==> src/rtl/cmx_pkg.sv <==
package cmx_pkg;
  typedef enum logic {
    OP_COMPRESS = 1'b0,
    OP_EXPAND   = 1'b1
  } cmx_op_e;

  typedef enum logic [1:0] {
    ST_IDLE = 2'd0,
    ST_RUN  = 2'd1,
    ST_FIN  = 2'd2
  } cmx_state_e;
endpackage

==> src/rtl/cmx_elem_pick.sv <==
module cmx_elem_pick #(
  parameter int NELEM = 8,
  parameter int EW    = 8,
  localparam int IW   = (NELEM > 1) ? $clog2(NELEM) : 1
) (
  input  logic [NELEM*EW-1:0] vec_i,
  input  logic [IW-1:0]       sel_i,
  output logic [EW-1:0]       elem_o
);
  logic [EW-1:0] lanes [NELEM];

  for (genvar g = 0; g < NELEM; g++) begin : g_lane
    assign lanes[g] = vec_i[g*EW +: EW];
  end

  assign elem_o = lanes[sel_i];
endmodule

==> src/rtl/cmx_ctrl.sv <==
module cmx_ctrl
  import cmx_pkg::*;
#(
  parameter int NELEM = 8,
  localparam int LW   = $clog2(NELEM + 1)
) (
  input  logic          clk,
  input  logic          rst_n,
  input  logic          start_i,
  input  logic [LW-1:0] vl_i,
  output logic          load_o,
  output logic          step_o,
  output logic [LW-1:0] idx_o,
  output logic          busy_o,
  output logic          done_o
);
  localparam logic [LW-1:0] VL_MAX = LW'(NELEM);

  cmx_state_e    state_q;
  logic [LW-1:0] vl_q;
  logic [LW-1:0] idx_q;
  logic [LW-1:0] vl_clamped;
  logic          last_elem;

  assign vl_clamped = (vl_i > VL_MAX) ? VL_MAX : vl_i;
  assign last_elem  = (idx_q + LW'(1)) == vl_q;
  assign load_o     = (state_q == ST_IDLE) && start_i;
  assign step_o     = (state_q == ST_RUN);
  assign busy_o     = (state_q != ST_IDLE);
  assign done_o     = (state_q == ST_FIN);
  assign idx_o      = idx_q;

  always_ff @(posedge clk or negedge rst_n) begin
    if (!rst_n) begin
      state_q <= ST_IDLE;
      vl_q    <= '0;
      idx_q   <= '0;
    end else begin
      unique case (state_q)
        ST_IDLE: if (start_i) begin
          vl_q    <= vl_clamped;
          idx_q   <= '0;
          state_q <= (vl_clamped == '0) ? ST_FIN : ST_RUN;
        end
        ST_RUN: begin
          if (last_elem) state_q <= ST_FIN;
          else           idx_q   <= idx_q + LW'(1);
        end
        ST_FIN:  state_q <= ST_IDLE;
        default: state_q <= ST_IDLE;
      endcase
    end
  end

  // completion pulse never lasts two cycles
  a_r7_done_single: assert property (@(posedge clk) disable iff (!rst_n)
    done_o |=> !done_o);

  // busy stays up until the done cycle
  a_r7_busy_until_done: assert property (@(posedge clk) disable iff (!rst_n)
    (busy_o && !done_o) |=> busy_o);

  // scan never passes the clamped length
  a_r6_idx_in_range: assert property (@(posedge clk) disable iff (!rst_n)
    step_o |-> ((idx_q < vl_q) && (vl_q <= VL_MAX)));
endmodule

==> src/rtl/cmx_dpath.sv <==
module cmx_dpath
  import cmx_pkg::*;
#(
  parameter int NELEM = 8,
  parameter int EW    = 8,
  localparam int LW   = $clog2(NELEM + 1),
  localparam int IW   = (NELEM > 1) ? $clog2(NELEM) : 1,
  localparam int VW   = NELEM * EW
) (
  input  logic          clk,
  input  logic          rst_n,
  input  logic          load_i,
  input  logic          step_i,
  input  logic [LW-1:0] idx_i,
  input  logic          op_i,
  input  logic [NELEM-1:0] mask_i,
  input  logic [VW-1:0] src_i,
  input  logic [VW-1:0] bg_i,
  output logic [LW-1:0] count_o,
  output logic [VW-1:0] result_o
);
  cmx_op_e          op_q;
  logic [NELEM-1:0] mask_q;
  logic [VW-1:0]    src_q;
  logic [LW-1:0]    ptr_q;
  logic [EW-1:0]    res_q [NELEM];

  logic [IW-1:0] scan_sel;
  logic [IW-1:0] pack_sel;
  logic [IW-1:0] rd_sel;
  logic [IW-1:0] wr_sel;
  logic          hit;
  logic          wr_en;
  logic [EW-1:0] rd_elem;

  assign scan_sel = idx_i[IW-1:0];
  assign pack_sel = ptr_q[IW-1:0];
  assign hit      = mask_q[scan_sel];
  assign wr_en    = step_i && hit;
  // compress: read at scan position, write at packed pointer; expand: swapped
  assign rd_sel   = (op_q == OP_EXPAND) ? pack_sel : scan_sel;
  assign wr_sel   = (op_q == OP_EXPAND) ? scan_sel : pack_sel;

  cmx_elem_pick #(.NELEM(NELEM), .EW(EW)) u_pick (
    .vec_i  (src_q),
    .sel_i  (rd_sel),
    .elem_o (rd_elem)
  );

  always_ff @(posedge clk or negedge rst_n) begin
    if (!rst_n) begin
      op_q   <= OP_COMPRESS;
      mask_q <= '0;
      src_q  <= '0;
      ptr_q  <= '0;
    end else if (load_i) begin
      op_q   <= cmx_op_e'(op_i);
      mask_q <= mask_i;
      src_q  <= src_i;
      ptr_q  <= '0;
    end else if (wr_en) begin
      ptr_q  <= ptr_q + LW'(1);
    end
  end

  for (genvar g = 0; g < NELEM; g++) begin : g_res
    always_ff @(posedge clk or negedge rst_n) begin
      if (!rst_n)                         res_q[g] <= '0;
      else if (load_i)                    res_q[g] <= bg_i[g*EW +: EW];
      else if (wr_en && wr_sel == IW'(g)) res_q[g] <= rd_elem;
    end
    assign result_o[g*EW +: EW] = res_q[g];
  end

  assign count_o = ptr_q;

  // packed pointer can never run ahead of the scan index
  a_r2_ptr_bound: assert property (@(posedge clk) disable iff (!rst_n)
    step_i |-> (ptr_q <= idx_i));
endmodule

==> src/rtl/cmx_unit.sv <==
module cmx_unit
  import cmx_pkg::*;
#(
  parameter int NELEM = 8,
  parameter int EW    = 8,
  localparam int LW   = $clog2(NELEM + 1),
  localparam int VW   = NELEM * EW
) (
  input  logic             clk,
  input  logic             rst_n,
  input  logic             start_i,
  input  logic             op_i,
  input  logic [LW-1:0]    vl_i,
  input  logic [NELEM-1:0] mask_i,
  input  logic [VW-1:0]    src_i,
  input  logic [VW-1:0]    bg_i,
  output logic             busy_o,
  output logic             done_o,
  output logic [LW-1:0]    count_o,
  output logic [VW-1:0]    result_o
);
  logic          load;
  logic          step;
  logic [LW-1:0] idx;

  cmx_ctrl #(.NELEM(NELEM)) u_ctrl (
    .clk     (clk),
    .rst_n   (rst_n),
    .start_i (start_i),
    .vl_i    (vl_i),
    .load_o  (load),
    .step_o  (step),
    .idx_o   (idx),
    .busy_o  (busy_o),
    .done_o  (done_o)
  );

  cmx_dpath #(.NELEM(NELEM), .EW(EW)) u_dpath (
    .clk      (clk),
    .rst_n    (rst_n),
    .load_i   (load),
    .step_i   (step),
    .idx_i    (idx),
    .op_i     (op_i),
    .mask_i   (mask_i),
    .src_i    (src_i),
    .bg_i     (bg_i),
    .count_o  (count_o),
    .result_o (result_o)
  );

  // an idle unit without a start keeps its outputs
  a_r10_hold_idle: assert property (@(posedge clk) disable iff (!rst_n)
    (!busy_o && !start_i) |=> ($stable(result_o) && $stable(count_o)));

  // a start while busy does not restart the scan
  a_r8_no_restart: assert property (@(posedge clk) disable iff (!rst_n)
    (busy_o && !done_o) |=> busy_o);
endmodule

==> config.mk <==
export PLATFORM = sky130hd
export DESIGN_NAME = cmx_unit
export DESIGN_NICKNAME = d
export VERILOG_FILES = /design/src/rtl/cmx_pkg.sv /design/src/rtl/cmx_elem_pick.sv /design/src/rtl/cmx_ctrl.sv /design/src/rtl/cmx_dpath.sv /design/src/rtl/cmx_unit.sv
export SDC_FILE = /design/constraint.sdc
export NUM_CORES = 1
export LEC_CHECK = 0
export BUFFER_PORTS_ARGS = -buffer_cell sky130_fd_sc_hd__buf_2
export CORE_MARGIN = 1.5
export CORE_UTILIZATION = 55
export CTS_BUF_LIST = sky130_fd_sc_hd__clkbuf_16
export CTS_CLUSTER_DIAMETER = 80
export DETAILED_ROUTE_END_ITERATION = 10
export PLACE_DENSITY = 0.84
export SLEW_MARGIN = 20
export SYNTH_ARGS = -nofsm -noshare
export SYNTH_HDL_FRONTEND = slang
export SYNTH_SLANG_ARGS = --single-unit
==> constraint.sdc <==
create_clock -name clk -period 5.4 [get_ports clk]
set_input_delay 0.54 -clock clk [delete_from_list [all_inputs] [get_ports clk]]
set_output_delay 0.54 -clock clk [all_outputs]
set_load 0.01 [all_outputs]
==> out/results.txt <==
Total gr overflow: 0
Crit. End Element: flop
Worst Skew: 0.00758 ns
Status: complete, no violations
Post-DR wirelength/cell: 16.8 um
H-tree levels: 4
Asr flop ratio synth: 100%
Hold buffers post-CTS: 0
Clock buffer depth: 2
Initial antenna violation count: 1
Worst Path Buf+Inv: 0
Fin. max-slew vios: 0
FF-to-FF Start: u_dpath.op_q
DR iter-0 viols: 583
DRC Markers: 0
Pre-antenna DRT Iters: 6
Final Net Count: 1156
Worst setup path class: flop to flop
Dpl hpwl: 13.8 mm
Worst setup endpoint: u_dpath.result_o[57]
Critical Path AT: 3.34 ns
Reg clk slew, reported paths: 0.06 ns
Synth warn: 0
Minimum clock period: 3.02 ns
Fin. Hold Viols: 0
Antenna Nets Post-Route: 0
Worst hold path type: primary input to asynchronous set/reset pin
Reg2reg end: u_dpath.result_o[57]
First-pass GRT wire length: 30.6 mm
Vias/cell: 5.51
Worst r2r path cells: 5
Setup_tns: 0 ns
GR Util All Layers: 30.0%
Count leader, synth: nand2_1
Area grow syn2layout: 23.8%
Placed Cells: 1163
Die X: 117 um
Synth top area share: 53.1%
Post-synth cell types: 41
Setup slack, reg-to-reg: 2.38 ns
Synth Instances: 825
Peak Freq: 331 MHz
Worst-margin pin slew: 1.03 ns
Power Density: 677 nW/um^2
Unrepaired setup endpoints after global routing: no
Max stage delay cell, worst path: mux2i_4
Clk sinks: 151
Largest net degree at the start of global routing: 104
Post-cts resize count: 0
Vias: 6592
Initial Util: 56.4%
PortBufs: 213
Critical path's top delay family: simple AND/OR/NAND/NOR gates
Rows: 41
Clk Tree Root Cell: clkbuf_16
Non-Filler Instances: 1197
Setup crit start: u_dpath.op_q
Rel. slew slack: 31.7%
Synth Cell Area: 7120 sq um
Ports: 214
Final Worst Setup Slack: 2.38 ns
Final GP Congestion: 0.904
Dominant synthesized flop cell: dfrtp_1
Die area: 13600 sq um
Worst Setup Start Kind: flop
Number of setup buffers added after CTS: 0
Syn avg cell area: 8.63 sq um
Pre-CTS WS: 2.49 ns
Die H: 117 um
Vias in the first global route: 6242
CP max FO: 32
Core area: 12600 sq um
P_leak: 4.59 nW
Max incr delay on CP: 0.84 ns
Post-synthesis register bit count: 151
CP Depth: 5
Commonest cells post-synth: nand2_1, dfrtp_1, inv_1, o221ai_1, nand3_1
Final setup violation count: 0
Final period util: 55.9%
Routed wire length: 20.1 mm
Largest area contributor in the netlist: dfrtp_1
Mapped Nets: 971
CP cell instances: mux2i_4, nand2_1, nand3_1, nand4_1, o221ai_1
Max-cap violations: 0
CTS Buf Count: 17
Synth area leaders: dfrtp_1, nand2_1, o221ai_1
Clk_lat worst skew: 0.42 ns
Seq/Total Area, Yosys: 53.1%
Post-synth EDFFs: 0
Layout cells sized above 1: 24.9%
CTS tree: yes
Peak supply drop: 0.000313 V
Worst endpoint required time: 5.72 ns
report_power, final:
group,switching [mW],internal [mW]
Combinational,1.74,0.904
Sequential,0.436,1.69
Clock,0.439,0.757
Total,2.62,3.35
sequential cells by signal (all words and copies together), names as in the netlist:
signal	flops
u_dpath.mask_q	8
u_dpath.op_q	1
u_ctrl.idx_o	4
u_ctrl.state_q	2
u_ctrl.vl_q	4
u_dpath.result_o	64
u_dpath.count_o	4
u_dpath.src_q	64
logic make-up (layout without fill, tap and decap cells):
logic type | Yosys count | in the layout | synth area share (%)
DFF | 151 | 151 | 53.1
muxes | 14 | 14 | 2.18
and+or+nand+nor | 458 | 458 | 26.7
AOI/OAI and AO/OA | 83 | 83 | 10.3
buffers and inverters | 110 | 308 | 6.36
adders and majority gates | 2 | 2 | 0.351
xor gates and xnor gates | 7 | 7 | 1.05
other | 0 | 2 | 0
per-layer routing:
| layer | global-route usage (%) | vias up | part of all wire [%] |
|---|---|---|---|
| met5 | 0 | - | 0 |
| met2 | 47.7 | 315 | 48 |
| met4 | 16.1 | 0 | 4.0 |
| li1 | - | 3088 | - |
| met1 | 38.1 | 3120 | 41 |
| met3 | 7.58 | 69 | 7.6 |
stage by stage:
step	util, %	hold slack, ns	power [mW]	instance area (sq um)
floorplan	-	0.244	3.80	7120
global placement	65.1	0.460	4.63	8210
detailed placement	65.1	0.464	4.73	8210
CTS	69.8	0.238	5.95	8810
global route	69.8	0.260	6.38	8810
finish	69.8	0.199	5.97	8810
cells in the final DEF, fill, tap and decap left out, types with 2 or more instances in the layout:
master,synthesis,final
inv_1,59,63
or2_0,3,3
buf_2,20,212
o21ai_1,7,7
mux2_2,2,2
or2_2,2,2
nand3_1,42,42
a21oi_1,3,3
nand2b_1,2,2
nand4b_1,2,2
nand2_1,367,366
and3_1,2,2
bufinv_16,0,4
clkinvlp_4,0,2
or3_1,2,2
nand3b_1,4,4
clkinv_1,0,4
xnor2_1,5,5
o32ai_2,4,4
diode_2,0,2
nand4_1,11,11
buf_4,4,3
o211ai_1,9,9
ha_1,2,2
nor2b_1,3,3
dfrtp_1,151,151
o221ai_1,56,56
nor2_1,10,10
mux2i_1,11,11
clkbuf_16,0,17
final cells by class:
| type | instances | area, sq um |
|---|---|---|
| Fill cell | 978 | 3810 |
| Sequential cell | 151 | 3780 |
| Multi-Input combinational cell | 564 | 2900 |
| Timing Repair Buffer | 216 | 1090 |
| Clock buffer | 17 | 425 |
| Inverter | 60 | 225 |
| Tap cell | 172 | 215 |
| Clock inverter | 15 | 170 |
| Antenna cell | 2 | 5.00 |
worst register-to-register path, delay by kind of cell (launching register included):
family             cells  cell delay [ns]
and+or+nand+nor        3             0.91
AOI/OAI and AO/OA      1             0.40
DFF                    1             0.77
muxes                  1             0.84
worst min-delay path by stage:
stage,from,to,slack [ns]
5_1_grt,rst_n,u_dpath.result_o[49],0.26
3_5_place_dp,u_dpath.src_q[31],u_dpath.src_q[31],0.46
6_report,rst_n,u_dpath.result_o[49],0.20
3_3_place_gp,u_dpath.src_q[36],u_dpath.src_q[36],0.46
4_1_cts,rst_n,u_dpath.result_o[49],0.24
2_1_floorplan,rst_n,u_ctrl.idx_o[0],0.24
(Power assumes the default switching activity.)
